`src/rtl/fmtgen_pkg.sv`:
```
package fmtgen_pkg;

   typedef enum logic [2:0] {
      ST_IDLE,
      ST_ARM,
      ST_ERASE,
      ST_PASS_A,
      ST_PASS_B
   } fmt_state_e;

   localparam int NUM_CODES = 7;

   // increment chosen by interleave selector; unused codes give 0
   function automatic int step_for_code(input logic [2:0] code);
      case (code)
         3'd0:    return 2;
         3'd1:    return 1;
         3'd2:    return 7;
         3'd3:    return 10;
         3'd4:    return 8;
         3'd5:    return 13;
         3'd6:    return 3;
         default: return 0;
      endcase
   endfunction

endpackage

```
`src/rtl/fmt_slot_track.sv`:
```
module fmt_slot_track #(
   parameter int N_SLOTS = 19,
   localparam int CW = $clog2(N_SLOTS + 1)
) (
   input  logic          clk,
   input  logic          rst_n,
   input  logic          index_lvl,
   input  logic          sector_strb,
   output logic          idx_fall,
   output logic          slot_hit,
   output logic [CW-1:0] slot_idx
);
   logic          idx_q;
   logic [CW-1:0] cnt;

   assign idx_fall = idx_q && !index_lvl;
   assign slot_hit = sector_strb && !idx_fall && (cnt < CW'(N_SLOTS));
   assign slot_idx = cnt;

   always_ff @(posedge clk) begin
      if (!rst_n) begin
         idx_q <= 1'b0;
         cnt   <= CW'(N_SLOTS);
      end else begin
         idx_q <= index_lvl;
         if (idx_fall)
            cnt <= '0;
         else if (slot_hit)
            cnt <= cnt + 1'b1;
      end
   end
endmodule

```
`src/rtl/fmt_mod_step.sv`:
```
module fmt_mod_step #(
   parameter int N_SLOTS = 19,
   localparam int SW = $clog2(N_SLOTS)
) (
   input  logic [SW-1:0] acc,
   input  logic [2:0]    code,
   output logic [SW-1:0] nxt
);
   logic [SW:0] sum;

   always_comb sum = {1'b0, acc} + (SW+1)'(fmtgen_pkg::step_for_code(code));

   generate
      if ((1 << SW) == N_SLOTS) begin : g_pow2
         assign nxt = sum[SW-1:0];
      end else begin : g_sub
         assign nxt = (sum >= (SW+1)'(N_SLOTS)) ? SW'(sum - (SW+1)'(N_SLOTS))
                                                : sum[SW-1:0];
      end
   endgenerate
endmodule

```
`src/rtl/fmt_secgen.sv`:
```
module fmt_secgen #(
   parameter int N_SLOTS = 19,
   localparam int SW = $clog2(N_SLOTS),
   localparam int CW = $clog2(N_SLOTS + 1)
) (
   input  logic          clk,
   input  logic          rst_n,
   input  logic          start,
   input  logic [SW-1:0] offset,
   input  logic [2:0]    ilv_code,
   input  logic          index_lvl,
   input  logic          sector_strb,
   output logic          busy,
   output logic          erase_gate,
   output logic          slot_wr,
   output logic [SW-1:0] sec_num,
   output logic          done,
   output logic          err
);
   import fmtgen_pkg::*;

   initial begin
      if (N_SLOTS < 14)
         $error("N_SLOTS must exceed the largest increment");
   end

   fmt_state_e    state;
   logic [SW-1:0] acc, off_q, acc_nxt;
   logic [2:0]    code_q;
   logic          idx_fall, slot_hit, req_ok, wr_now;
   logic [CW-1:0] slot_idx;

   fmt_slot_track #(.N_SLOTS(N_SLOTS)) u_track (
      .clk(clk), .rst_n(rst_n), .index_lvl(index_lvl),
      .sector_strb(sector_strb), .idx_fall(idx_fall),
      .slot_hit(slot_hit), .slot_idx(slot_idx)
   );

   fmt_mod_step #(.N_SLOTS(N_SLOTS)) u_step (
      .acc(acc), .code(code_q), .nxt(acc_nxt)
   );

   assign req_ok = (int'(ilv_code) < NUM_CODES) && (offset < SW'(N_SLOTS));
   assign wr_now = slot_hit &&
                   (((state == ST_PASS_A) && !slot_idx[0]) ||
                    ((state == ST_PASS_B) &&  slot_idx[0]));

   always_ff @(posedge clk) begin
      if (!rst_n) begin
         state      <= ST_IDLE;
         acc        <= '0;
         off_q      <= '0;
         code_q     <= '0;
         busy       <= 1'b0;
         erase_gate <= 1'b0;
         slot_wr    <= 1'b0;
         sec_num    <= '0;
         done       <= 1'b0;
         err        <= 1'b0;
      end else begin
         slot_wr <= 1'b0;
         done    <= 1'b0;
         case (state)
            ST_IDLE: if (start) begin
               err <= !req_ok;
               if (req_ok) begin
                  off_q  <= offset;
                  code_q <= ilv_code;
                  busy   <= 1'b1;
                  state  <= ST_ARM;
               end
            end
            ST_ARM: if (idx_fall) begin
               erase_gate <= 1'b1;
               state      <= ST_ERASE;
            end
            ST_ERASE: if (idx_fall) begin
               erase_gate <= 1'b0;
               acc        <= off_q;
               state      <= ST_PASS_A;
            end
            ST_PASS_A, ST_PASS_B: begin
               if (idx_fall) begin
                  if (state == ST_PASS_A) begin
                     state <= ST_PASS_B;
                  end else begin
                     state <= ST_IDLE;
                     busy  <= 1'b0;
                     done  <= 1'b1;
                  end
               end else if (wr_now) begin
                  slot_wr <= 1'b1;
                  sec_num <= acc;
                  acc     <= acc_nxt;
               end
            end
            default: state <= ST_IDLE;
         endcase
      end
   end
endmodule

```
`config.mk`:
```
export PLATFORM = sky130hd
export DESIGN_NAME = fmt_secgen
export DESIGN_NICKNAME = d
export VERILOG_FILES = /design/src/rtl/fmtgen_pkg.sv /design/src/rtl/fmt_slot_track.sv /design/src/rtl/fmt_mod_step.sv /design/src/rtl/fmt_secgen.sv
export SDC_FILE = /design/constraint.sdc
export NUM_CORES = 1
export LEC_CHECK = 0
export BUFFER_PORTS_ARGS = -buffer_cell sky130_fd_sc_hd__buf_2
export CAP_MARGIN = 40
export CELL_PAD_IN_SITES_DETAIL_PLACEMENT = 1
export CELL_PAD_IN_SITES_GLOBAL_PLACEMENT = 1
export CORE_ASPECT_RATIO = 1.4
export CORE_MARGIN = 8
export CORE_UTILIZATION = 32
export DETAILED_ROUTE_END_ITERATION = 12
export PLACE_DENSITY = 0.64
export SLEW_MARGIN = 25
export SYNTH_ARGS = -nofsm -noshare
export SYNTH_HDL_FRONTEND = slang
export SYNTH_SLANG_ARGS = --single-unit
```
`constraint.sdc`:
```
create_clock -name clk -period 4.05 [get_ports clk]
set_input_delay 0.6075 -clock clk [delete_from_list [all_inputs] [get_ports clk]]
set_output_delay 0.6075 -clock clk [all_outputs]
set_load 0.05 [all_outputs]
```
# After elaboration in Yosys (flattened, before gate mapping)
# Index checks and enable logic that the tools add are counted.
# W data, S select, Z words.
[classes] n_eq_ne=18 n_mux=25 addsub=3 magnitude_cmp=4 bitwise=3 n_reduce_logical=29
[op_table] op="$mux W5" n=6
[op_table] op="$pmux W4 S7" n=1
[op_table] op="$mux W3" n=6
[op_table] op="$eq A3 B2 Y1 const B" n=4
[op_table] op="$eq A3 B3 Y1 const B" n=4
[op_table] op="$pmux W3 S4" n=1
[op_table] op="$reduce_and A3 Y1" n=4
[op_table] op="$lt A5 B5 Y1 const B" n=2
[op_table] op="$ne A2 B2 Y1 const B" n=5
[op_table] op="$pmux W5 S2" n=1
[op_table] op="$reduce_and A5 Y1" n=2
[op_table] op="$mux W1" n=8
[op_table] op="$reduce_bool A2 Y1" n=4
[op_table] op="$logic_and A1 B1 Y1" n=7
[op_table] op="$add A5 B4 Y6" n=1
[op_table] op="$eq A3 B1 Y1 const B" n=2
[op_table] op="$ge A6 B5 Y1 const B" n=1
[op_table] op="$logic_not A3 Y1" n=2
[op_table] op="$ne A2 B1 Y1 const B" n=3
[op_table] op="$add A5 B1 Y5 const B" n=1
[op_table] op="$sub A5 B5 Y5 const B" n=1
[op_table] op="$logic_not A1 Y1" n=4
[op_table] op="$pmux W1 S2" n=2
[op_table] op="$reduce_and A4 Y1" n=1
[op_table] op="other kinds (6)" n=9
[totals] reg_bits=32 input_bits=13 elab_cells=95 output_inout_bits=10

# Longest topological paths before layout
# Gate-level depths: netlist (run 1).
[depth] word_depth=9 mapped_depth=12 ltp_nobuf=12

# Hierarchy
# From an unflattened synthesis (run 1), not the netlist that was laid out.
[unflattened] cells_unflattened=274 area_unflattened_um2=2188.3
[by_module_without_submodules] mod="fmt_secgen" seq_area_each_um2=520.5 cells_each=155 area_each_um2=1291.2 instances=1
[by_module_without_submodules] mod="fmt_mod_step" seq_area_each_um2=0.0 cells_each=79 area_each_um2=569.3 instances=1
[by_module_without_submodules] mod="fmt_slot_track" seq_area_each_um2=120.1 cells_each=40 area_each_um2=327.8 instances=1

# Worst setup path after synthesis (run 1)
# Ideal clock, no wire load.
[synth_path] path_kind="register to register" startpoint="register code_q[0]" endpoint="register acc[1]" slack_ns=1.716 t_arrival_ns=2.199 required_time_ns=3.915 setup_time_ns=0.135 synth_period_minus_slack_ns=2.334 path_stages_with_launch=13 path_buffers=0 path_cell_list="dfxtp_1 nand2b_1 nand2_1 ha_1 inv_1 fa_1 inv_1 ha_1 nor2_1 o21ai_1 a21oi_2 mux2i_1 o221ai_1"
[synth_via] elab_chain_len=8 word_cells_on_any_way=15 classes_between="add/sub (2); order compare (1); eq/ne (6); mux (5); reduce/logical (1)"
[synth_rtl] element="start, declared" line_no="fmt_secgen.sv:29" source="logic [2:0] code_q;"
[synth_rtl] element="start signal, assigned" line_no="fmt_secgen.sv:68" source="code_q <= ilv_code;"
[synth_rtl] element="$eq A3 B3 Y1 (tied with other cells)" line_no="fmtgen_pkg.sv:15" source="case (code)"
[synth_rtl] element="$pmux W4 S7 (*)" line_no="fmtgen_pkg.sv:15"
[synth_rtl] element="$add A5 B4 Y6 (*)" line_no="fmt_mod_step.sv:11" source="always_comb sum = {1'b0, acc} + (SW+1)'(fmtgen_pkg::step_for_code(code));"
[synth_rtl] element="$sub A5 B5 Y5 or $ge A6 B5 Y1 (tied branches)" line_no="fmt_mod_step.sv:17" source="assign nxt = (sum >= (SW+1)'(N_SLOTS)) ? SW'(sum - (SW+1)'(N_SLOTS))"
[synth_rtl] element="$mux W5 (*)" line_no="fmt_mod_step.sv:17"
[synth_rtl] element="$mux W5 (*)" line_no="fmt_secgen.sv:91" source="end else if (wr_now) begin"
[synth_rtl] element="$mux W5 (*)" line_no="fmt_secgen.sv:83" source="if (idx_fall) begin"
[synth_rtl] element="$pmux W5 S2 (*)" line_no="fmt_secgen.sv:63" source="case (state)"
[synth_rtl] element="end signal, assigned" line_no="fmt_secgen.sv:79" source="acc <= off_q;"
[synth_rtl] element="end signal, assigned" line_no="fmt_secgen.sv:94" source="acc <= acc_nxt;"
[synth_rtl] element="end, declared" line_no="fmt_secgen.sv:28" source="logic [SW-1:0] acc, off_q, acc_nxt;"
# Every way passes the cells marked *; elsewhere a longest branch is shown, timed or not. The select of a mux whose other input is x is not followed.
# A chain may end at the register's enable or synchronous reset.

# Worst setup path in the final report (run 1)
# Same ends and word-level chain as after synthesis.

==> results.sh, run 1 <==
export IMPL_status="finished clean"
export IMPL_syn_avg_cell_area_um2=9.03
export IMPL_via_count=1496
export IMPL_antenna_found_initial=0
export IMPL_synth_ff_type="dfxtp_1"
export IMPL_fp_coreArea_mm2=0.00545
export IMPL_final_max_slew_viol_count=0
export IMPL_grt_pass1_wl_um=7340
export IMPL_max_freq_ghz=0.392
export IMPL_hold_viol=0
export IMPL_post_route_min_period_ns=2.55
export IMPL_hold_path_cell_count=2
export IMPL_synth_seq_area_share=0.362
export IMPL_firstDrtPassIters=4
export IMPL_hold_ws_ns=0.491
export IMPL_wl_per_cell_um=14.6
export IMPL_r2r_start="code_q[0]"
export IMPL_synth_area_mux_share=0.0848
export IMPL_rsz0062_at_grt="no"
export IMPL_clk_pin_slew_ns=0.07
export IMPL_tns_ns=0
export IMPL_relSlewSlack=0.640
export IMPL_synth_seq_cells=32
export IMPL_cts_buffers=5
export IMPL_timing_rr_end="acc[1]"
export IMPL_cts_buffer_depth=2
export IMPL_synth_area_top_cells="dfxtp_1 36%, mux2i_1 8.5%, nor2b_1 5.3%"
export IMPL_powerDensity_mw_per_mm2=372
export IMPL_worstHoldEndpoint="erase_gate"
export IMPL_yosys_area_share_simple=0.244
export IMPL_die_w_um=78.9
export IMPL_synth_edff_count=0
export IMPL_netlist_cell_type_count=50
export IMPL_globalplace_congestion=0.785
export IMPL_ff2ff_setup_slack_ns=1.50
export IMPL_synth_top_area_frac=0.362
export IMPL_syn_area_mm2=0.00177
export IMPL_cts_sinks=32
export IMPL_vias_per_cell=5.18
export IMPL_nFillCells=672
export IMPL_cts_root_buf="clkbuf_8"
export IMPL_setup_worst_path_class="flop to flop"
export IMPL_drc=0
export IMPL_drt_total_wl_um=4230
export IMPL_synth_compound_area_frac=0.184
export IMPL_synth_fa_ha_area_frac=0.0537
export IMPL_worst_pin_slew_ns=0.540
export IMPL_die_area_mm2=0.00820
export IMPL_initial_utilization=0.325
export IMPL_cap_violations=0
export IMPL_syn2layout_area_growth_pct=16.0
export IMPL_grtUsageTotal=0.111
export IMPL_htreeDepth=2
export IMPL_ys_warn_count=0
export IMPL_drt_initial_drc_count=41
export IMPL_synth_area_leader_cell="dfxtp_1"
export IMPL_diodes=0
export IMPL_clk_insertion_delay_late_ns=0.29
export IMPL_synthCells=196
export IMPL_startpoint_type="flop"
export IMPL_async_flop_share=0
export IMPL_crit_fanout=5
export IMPL_grt_max_degree=35
export IMPL_grt_pass1_vias=1603
export IMPL_hold_start="erase_gate"
export IMPL_synth_top_family_by_area="simple AND/OR/NAND/NOR gates"
export IMPL_finalCritPeriodShare=0.631
export IMPL_cts_tree="done"
export IMPL_drive_above_1_share=0.190
export IMPL_synthesis_nets=216
export IMPL_arrival_ns=2.71
export IMPL_setup_viol=0
export IMPL_hp_class="flop to flop"
export IMPL_fin_worst_skew_ns=0.00852
export IMPL_ctsResizeCount=0
export IMPL_required_ns=4.20
export IMPL_io_pins=23
export IMPL_fin_nets=240
export IMPL_die_h_um=104
export IMPL_port_buffers=22
export IMPL_cts_hold_buf=0
export IMPL_grt_ovfl_total=0
export IMPL_ff2ff_path_depth=12
export IMPL_dp_hpwl_um=3220
export IMPL_cp_end_kind="flop"
export IMPL_antenna_left=0
export IMPL_synth_xor_area_frac=0.0396
export IMPL_post_cts_buffers=0
export IMPL_final_cell_mix="32 x dfxtp_1, 22 x buf_2, 17 x nand2_1"
export IMPL_rows=32
export IMPL_final_common_cell="dfxtp_1"
export IMPL_power_leakage_nw=0.855
export IMPL_ir_drop_mv=0.159
-- kinds of logic (layout without fill, tap and decap cells) --
family                   after synthesis  in the layout
buffers and inverters                 14             39
multiplexers                          15             15
XOR/XNOR                               8              8
adder cells (fa/ha/maj)                7              7
AO/OA/AOI/OAI                         46             46
flip-flops                            32             32
AND/OR/NAND/NOR                       74             74
-- registers in the layout, summed over array words and instances, names as in the netlist --
| signal | flops |
|---|---|
| done | 1 |
| u_track.slot_idx | 5 |
| busy | 1 |
| off_q | 5 |
| code_q | 3 |
| u_track.idx_q | 1 |
| err | 1 |
| acc | 5 |
| slot_wr | 1 |
| erase_gate | 1 |
| state | 3 |
| sec_num | 5 |
-- metrics by stage --
stage / std cells / instance area [um^2] / setup WS [ns] / util / total power [W]
global placement: 281 / 1950 / 1.52 / 0.357 / 0.000468
finish: 289 / 2050 / 1.50 / 0.377 / 0.000765
floorplan: 196 / 1770 / 1.72 / - / 0.000440
global route: 289 / 2050 / 1.24 / 0.377 / 0.000809
CTS: 289 / 2050 / 1.46 / 0.377 / 0.000778
detailed placement: 281 / 1950 / 1.46 / 0.357 / 0.000470
-- layout make-up --
type	count	area, um^2	area share
clock buffer	6	72.6	0.0353
clock inverter	2	35.0	0.0171
inverter	8	30.0	0.0146
multi-input combinational	150	1070	0.522
sequential	32	641	0.312
tap	68	85.1	0.0414
timing repair buffer	23	118	0.0573
-- where the power goes --
part	internal, W	switching, W	total [W]
clock	0.000182	0.000121	0.000304
combinational	0.0000466	0.0000642	0.000111
sequential	0.000330	0.0000200	0.000350
-- cells in the mapped netlist, types with 2 or more instances --
master    number
dfxtp_1       32
nand2_1       17
mux2i_1       15
nor2b_1       15
nor2_1        12
o21ai_0       10
a21oi_1        9
inv_1          8
nand3_1        7
ha_1           6
nand2b_1       6
xor2_1         5
buf_2          4
xnor2_1        3
a21boi_0       2
a21o_1         2
and2_1         2
and3_1         2
clkbuf_1       2
nor3_1         2
nor3_4         2
o211ai_1       2
o21a_1         2
o21ai_2        2
o31ai_1        2
-- routing by layer --
metal	GRT usage	vias to the layer above	wire length, um
met2	0.196	20	2240
met4	0.0399	0	65
met3	0.0355	5	150
met5	0	-	0
met1	0.119	730	1780
li1	-	741	-
-- worst max path at each step --
stage	startpoint	end	slack, ns	cells after the start
2_1_floorplan	code_q[0]	acc[1]	1.72	12
3_3_place_gp	code_q[0]	acc[1]	1.52	12
3_5_place_dp	code_q[1]	acc[1]	1.46	12
4_1_cts	code_q[1]	acc[1]	1.46	12
5_1_grt	code_q[1]	acc[1]	1.24	12
6_report	code_q[0]	acc[1]	1.50	12
-- worst max-delay path: stages (launching register included) --
cell,delay (ns)
dfxtp_1,0.34
nand2b_1,0.17
nand2_1,0.08
ha_1,0.16
inv_1,0.05
fa_1,0.47
inv_1,0.06
ha_1,0.21
nor2_1,0.14
o21ai_1,0.12
a21oi_2,0.26
mux2i_1,0.21
o221ai_1,0.14
Note: power is estimated with default switching activity, not from simulation.
==> run 2: changes to the inputs <==
--- a/config.mk
+++ b/config.mk
@@ -5,6 +5,7 @@
 export SDC_FILE = /design/constraint.sdc
 export NUM_CORES = 1
 export LEC_CHECK = 0
+export ABC_AREA = 1
 export BUFFER_PORTS_ARGS = -buffer_cell sky130_fd_sc_hd__buf_2
 export CAP_MARGIN = 40
 export CELL_PAD_IN_SITES_DETAIL_PLACEMENT = 1
@@ -13,7 +14,7 @@
 export CORE_MARGIN = 8
 export CORE_UTILIZATION = 32
 export DETAILED_ROUTE_END_ITERATION = 12
-export PLACE_DENSITY = 0.64
+export PLACE_DENSITY = 0.69
 export SLEW_MARGIN = 25
 export SYNTH_ARGS = -nofsm -noshare
 export SYNTH_HDL_FRONTEND = slang
==> constraint.sdc (replaced) <==
create_clock -name clk -period 2.1 [get_ports clk]
set_input_delay 0.315 -clock clk [delete_from_list [all_inputs] [get_ports clk]]
set_output_delay 0.315 -clock clk [all_outputs]
set_load 0.05 [all_outputs]
==> run 2 against run 1 <==
Compared with the run above: the run now ends with negative setup slack left; setup slack worse by 1.7 ns; fmax up 9.6%; design area up 14%; non-clock buffer count up 13; sequential share of layout area down 3.5 points; critical path type unchanged; largest power group unchanged.
==> results.sh, run 2 <==
export IMPL_syn_avg_cell_area_um2=7.16
export IMPL_grt_pass1_wl_um=7900
export IMPL_synth_most_common_cell="nand2_1"
export IMPL_grt_pass1_vias=1797
export IMPL_setup_slack_ns=-0.229
export IMPL_setup_worst_path_class="flop to flop"
export IMPL_cap_violations=0
export IMPL_internal_power_w=0.00121
export IMPL_startpoint_type="flop"
export IMPL_relSlewSlack=0.544
export IMPL_antenna_left=0
export IMPL_final_max_slew_viol_count=0
export IMPL_crit_fanout=5
export IMPL_hold_viol=0
export IMPL_die_w_um=79.9
export IMPL_status="finished, violations left"
export IMPL_synth_top_area_frac=0.350
export IMPL_cts_root_buf="clkbuf_8"
export IMPL_final_common_cell="nand2_1"
export IMPL_nFillCells=711
export IMPL_synth_area_leader_cell="dfxtp_1"
export IMPL_clk_insertion_delay_late_ns=0.29
export IMPL_cts_hold_buf=0
export IMPL_synth_area_top_cells="dfxtp_1 35%, nand2_1 12%, nand3_1 6.6%"
export IMPL_synth_ff_type="dfxtp_1"
export IMPL_power_leakage_nw=1.06
export IMPL_port_buffers=22
export IMPL_sequentialPowerShare=0.381
export IMPL_rsz0062_at_grt="yes"
export IMPL_fin_worst_skew_ns=0.00993
export IMPL_async_flop_share=0
export IMPL_synth_seq_area_share=0.350
export IMPL_finalCritPeriodShare=1.11
export IMPL_powerDensity_mw_per_mm2=822
export IMPL_cp_end_kind="flop"
export IMPL_syn_area_mm2=0.00183
export IMPL_synth_edff_count=0
export IMPL_firstDrtPassIters=4
export IMPL_pwr_share_clk=0.257
export IMPL_synth_common_cells="59 x nand2_1, 32 x dfxtp_1, 29 x nor2_1, 25 x inv_1, 24 x nand3_1"
export IMPL_seq_area_um2=648
export IMPL_dp_slack_ns=-0.254
export IMPL_worst_pin_slew_ns=0.683
export IMPL_max_freq_ghz=0.429
export IMPL_htreeDepth=2
export IMPL_fin_nets=317
export IMPL_cts_tree="done"
export IMPL_grt_max_degree=17
export IMPL_required_ns=2.24
export IMPL_ff2ff_setup_slack_ns=-0.23
export IMPL_grt_ovfl_total=0
export IMPL_hold_ws_ns=0.268
export IMPL_drive_above_1_share=0.339
export IMPL_stdcell_count=366
export IMPL_hp_class="input pin to flop"
export IMPL_synthesis_nets=276
export IMPL_diodes=0
export IMPL_synth_seq_cells=32
export IMPL_ys_warn_count=0
export IMPL_switching_share=0.369
export IMPL_setup_viol=5
export IMPL_netlist_cell_type_count=36
export IMPL_clk_pin_slew_ns=0.06
export IMPL_dp_cells=352
export IMPL_arrival_ns=2.47
export IMPL_final_cell_mix="51 x nand2_1, 30 x dfxtp_1, 28 x nor2_1"
export IMPL_drt_total_wl_um=4950
export IMPL_ir_drop_mv=0.223
export IMPL_synthCells=256
export IMPL_post_route_min_period_ns=2.33
export IMPL_cts_buffers=5
export IMPL_violations="negative setup slack"
export IMPL_globalplace_congestion=0.778
export IMPL_p_comb_frac=0.362
export IMPL_rows=32
export IMPL_fp_coreArea_mm2=0.00553
export IMPL_drc=0
export IMPL_io_pins=23
export IMPL_via_count=1768
export IMPL_drt_initial_drc_count=38
export IMPL_cts_buffer_depth=2
export IMPL_switchingPower_w=0.000709
export IMPL_vias_per_cell=4.83
export IMPL_initial_utilization=0.332
export IMPL_syn2layout_area_growth_pct=27.5
export IMPL_multiInputGateArea_mm2=0.00116
export IMPL_grtUsageTotal=0.117
export IMPL_finalCoreUtilization=0.423
export IMPL_tns_ns=-0.991
export IMPL_dp_hpwl_um=3770
export IMPL_cts_sinks=32
export IMPL_antenna_found_initial=0
export IMPL_die_area_mm2=0.00844
export IMPL_wl_per_cell_um=13.5
export IMPL_die_h_um=106
-- run 2: cell types whose count changed in the layout (fill, tap and decap cells not counted), sizes merged, moves of 13 or more --
cell | before | now
nand3 | 7 | 26
nor2 | 13 | 36
a21oi | 10 | 24
mux2i | 15 | 0
inv | 8 | 33
nor2b | 15 | 0
buf | 23 | 36
nand2 | 17 | 67
-- run 2: cell type report --
class / instances / area share
multi-input combinational: 189 / 0.499
sequential: 32 / 0.277
timing repair buffer: 36 / 0.0937
inverter: 33 / 0.0552
clock buffer: 8 / 0.0386
tap: 68 / 0.0364
-- run 2: what timing repair did --
item | in CTS | in global routing
gates cloned | 0 | 0
resized for setup | 1 | 24
setup endpoints to repair | 5 | 5
buffers inserted | 3 | 3
hold endpoints to repair | 0 | 0
pin swaps | 8 | 12
-- run 2: final timing paths --
check / from / to / cells after the start
worst min register to register: erase_gate / erase_gate / 2
worst min-delay path: index_lvl / u_track.idx_q / 3
worst max register to register: code_q[1] / acc[2] / 14
worst max-delay path: code_q[1] / acc[2] / 14
-- run 2: routing by layer --
layer	vias up	GRT usage	share of wire
li1	908	-	-
met1	841	0.117	0.39
met2	12	0.219	0.57
met3	7	0.0221	0.023
met4	0	0.0548	0.023
met5	-	0	0
-- run 2: cells by family after synthesis --
group / synth area share
and+or+nand+nor: 0.370
DFF: 0.350
AOI/OAI and AO/OA: 0.139
buffers and inverters: 0.0745
xor gates and xnor gates: 0.0143
adders and majority gates: 0.0519
-- run 2: worst max-delay path: stages, from the launching register on --
cell and delay (ns):
dfxtp_4 0.36, xor2_2 0.15, ha_2 0.20, inv_2 0.04
fa_1 0.55, inv_2 0.06, ha_4 0.17, nor2_4 0.10
nand3_4 0.09, nand2_4 0.11, nand2_4 0.08, nand2_2 0.07
nand3_2 0.07, nand2_2 0.08, a21oi_2 0.04
-- run 2: per-stage QoR --
| step | cell area (um^2) | power [W] |
|---|---|---|
| 5_1_grt | 2340 | 0.00204 |
| 3_5_place_dp | 2090 | 0.00135 |
| 6_report | 2340 | 0.00192 |
| 2_1_floorplan | 1850 | 0.00118 |
| 3_3_place_gp | 2090 | 0.00133 |
| 4_1_cts | 2210 | 0.00186 |
-- run 2: power groups by stage --
stage	clock, W	combinational (W)	sequential (W)
after floorplan	0	0.000417	0.000762
after global placement	0	0.000590	0.000739
after detailed placement	0	0.000604	0.000742
after CTS	0.000510	0.000617	0.000729
after global routing	0.000529	0.000774	0.000741
final	0.000494	0.000696	0.000731
==> run 3: changes to the inputs <==
--- a/config.mk
+++ b/config.mk
@@ -7,11 +7,11 @@
 export LEC_CHECK = 0
 export ABC_AREA = 1
 export BUFFER_PORTS_ARGS = -buffer_cell sky130_fd_sc_hd__buf_2
-export CAP_MARGIN = 40
+export CAP_MARGIN = 20
 export CELL_PAD_IN_SITES_DETAIL_PLACEMENT = 1
 export CELL_PAD_IN_SITES_GLOBAL_PLACEMENT = 1
 export CORE_ASPECT_RATIO = 1.4
-export CORE_MARGIN = 8
+export CORE_MARGIN = 5
 export CORE_UTILIZATION = 32
 export DETAILED_ROUTE_END_ITERATION = 12
 export PLACE_DENSITY = 0.69
==> run 3 against run 2 <==
Compared with the run above: the run still ends with negative setup slack left; hold slack hardly changed; critical path depth stayed put; sequential power hardly changed; wire length is 1.8% lower; non-clock buffer count is 1 lower; die area is 13% lower; register-to-register slack better by 0.04 ns; fmax is 2.0% higher; first-iteration DRC count is 2.6% higher; cell count is 0.27% lower; clock skew is 0.0045 ns lower; via count is 0.11% lower; largest cell class unchanged.
==> results.sh, run 3 (synthesized netlist as in run 2, its figures left out) <==
export IMPL_setup_slack_ns=-0.184
export IMPL_multiInputGateArea_mm2=0.00114
export IMPL_seq_area_um2=648
export IMPL_ir_drop_mv=0.334
export IMPL_antenna_found_initial=0
export IMPL_cts_root_buf="clkbuf_8"
export IMPL_arrival_ns=2.42
export IMPL_relSlewSlack=0.523
export IMPL_globalplace_congestion=0.790
export IMPL_grtUsageTotal=0.139
export IMPL_power_leakage_nw=1.06
export IMPL_rsz0062_at_grt="yes"
export IMPL_hold_viol=0
export IMPL_status="finished, violations left"
export IMPL_clk_insertion_delay_late_ns=0.28
export IMPL_violations="negative setup slack"
export IMPL_powerDensity_mw_per_mm2=834
export IMPL_gr_usage_met1=0.144
export IMPL_fin_worst_skew_ns=0.00545
export IMPL_final_max_slew_viol_count=0
export IMPL_setup_viol=5
export IMPL_cp_buffers_inverters=2
export IMPL_startpoint_type="flop"
export IMPL_r2r_start="code_q[1]"
export IMPL_dp_hpwl_um=3670
export IMPL_crit_fanout=5
export IMPL_grt_util_met3=0.0253
export IMPL_ff2ff_setup_slack_ns=-0.18
export IMPL_die_area_mm2=0.00736
export IMPL_vias_per_cell=4.84
export IMPL_clk_pin_slew_ns=0.07
export IMPL_post_route_min_period_ns=2.28
export IMPL_grt_busiest_layer="met2"
export IMPL_worstHoldEndpoint="u_track.idx_q"
export IMPL_critical_path_max_stage_delay_ns=0.53
export IMPL_firstDrtPassIters=4
export IMPL_grt_max_degree=17
export IMPL_drive_above_1_share=0.330
export IMPL_cts_hold_buf=0
export IMPL_dp_cells=352
export IMPL_grt_pass1_wl_um=7960
export IMPL_die_w_um=73.9
export IMPL_slowest_stage="fa_2"
export IMPL_fp_coreArea_mm2=0.00553
export IMPL_drt_initial_drc_count=39
export IMPL_via_count=1766
export IMPL_cts_buffers=5
export IMPL_ff2ff_path_depth=14
export IMPL_required_ns=2.24
export IMPL_setup_worst_path_class="flop to flop"
export IMPL_max_freq_ghz=0.438
export IMPL_htreeDepth=2
export IMPL_drc=0
export IMPL_fin_nets=316
export IMPL_stdcell_count=365
export IMPL_diodes=0
export IMPL_final_cell_mix="54 x nand2_1, 30 x dfxtp_1, 28 x nor2_1"
export IMPL_rows=32
export IMPL_cap_violations=0
export IMPL_wl_per_cell_um=13.3
export IMPL_hp_class="input pin to flop"
export IMPL_drt_total_wl_um=4870
export IMPL_nFillCells=717
export IMPL_worst_pin_slew_ns=0.714
export IMPL_cts_sinks=32
export IMPL_finalCritPeriodShare=1.09
export IMPL_die_h_um=99.5
export IMPL_final_common_cell="nand2_1"
export IMPL_hold_start="index_lvl"
export IMPL_tns_ns=-0.869
export IMPL_antenna_left=0
export IMPL_critical_path_cell_chain="xor2_2 -> ha_2 -> inv_2 -> fa_2 -> inv_2 -> ha_4 -> nor2_4 -> nand3_2 -> nand2_4 -> nand2_4 -> nand2_1 -> nand3_1 -> nand2_1 -> a21oi_2"
export IMPL_grt_ovfl_total=0
export IMPL_syn2layout_area_growth_pct=26.6
export IMPL_timing_rr_end="acc[3]"
export IMPL_cts_buffer_depth=2
export IMPL_cpLargestDelayFamily="adder cells"
export IMPL_initial_utilization=0.332
export IMPL_cp_end_kind="flop"
export IMPL_io_pins=23
export IMPL_cts_tree="done"
export IMPL_port_buffers=22
export IMPL_gr_usage_met2=0.251
export IMPL_hold_path_cell_count=3
export IMPL_grt_pass1_vias=1843
-- run 3: cell types whose count changed in the layout (fill, tap and decap cells not counted), moves of 2 or more --
| cell | change |
|---|---|
| nand3_1 | +3 |
| inv_1 | -2 |
| inv_2 | +2 |
| nand3_2 | -3 |
| nand2_1 | +3 |
| nand2_2 | -3 |
-- run 3: how the worst max path moves through the flow --
stage	from	cells past startpoint	endpoint
2_1_floorplan	code_q[1]	14	acc[2]
3_3_place_gp	code_q[1]	14	acc[3]
3_5_place_dp	code_q[0]	14	acc[2]
4_1_cts	code_q[1]	14	acc[3]
5_1_grt	code_q[1]	14	acc[3]
6_report	code_q[1]	14	acc[3]
-- run 3: layout make-up --
type,instances,area share
repair buffers,35,0.0912
inverters,33,0.0556
flip-flops and latches,32,0.280
well taps,68,0.0367
clock buffers,8,0.0432
multi-input cells,189,0.494
-- run 3: power breakdown --
part	internal, W	switching, W	total [W]
clock	0.000299	0.000222	0.000521
sequential	0.000675	0.0000554	0.000731
combinational	0.000265	0.000418	0.000683
-- run 3: worst reg2reg max path, cell delays in order, from the launching register on --
cell	delay [ns]
dfxtp_4	0.38
xor2_2	0.15
ha_2	0.21
inv_2	0.04
fa_2	0.53
inv_2	0.05
ha_4	0.16
nor2_4	0.07
nand3_2	0.09
nand2_4	0.12
nand2_4	0.07
nand2_1	0.07
nand3_1	0.06
nand2_1	0.08
a21oi_2	0.05
-- run 3: layer usage --
| layer | wire [um] | vias up | share of wire |
|---|---|---|---|
| met5 | 0 | - | 0 |
| met4 | 135 | 0 | 0.028 |
| met3 | 80 | 8 | 0.016 |
| met2 | 2710 | 13 | 0.56 |
| met1 | 1940 | 839 | 0.40 |
| li1 | - | 906 | - |
-- run 3: per-stage QoR --
step                area, um^2  power (W)  utilization  hold slack (ns)  worst slack, ns
finish                    2320    0.00193        0.420            0.269           -0.184
global placement          2090    0.00133        0.379            0.444           -0.181
global route              2320    0.00208        0.420            0.271           -0.320
floorplan                 1850    0.00118            -            0.413          -0.0792
CTS                       2230    0.00189        0.404            0.265           -0.196
detailed placement        2090    0.00134        0.379            0.455           -0.232
-- run 3: repair_timing --
item / in CTS / in global routing
setup buffers: 3 / 2
gates resized for setup: 2 / 20
endpoints found under the setup margin: 5 / 5
pin swaps: 7 / 10
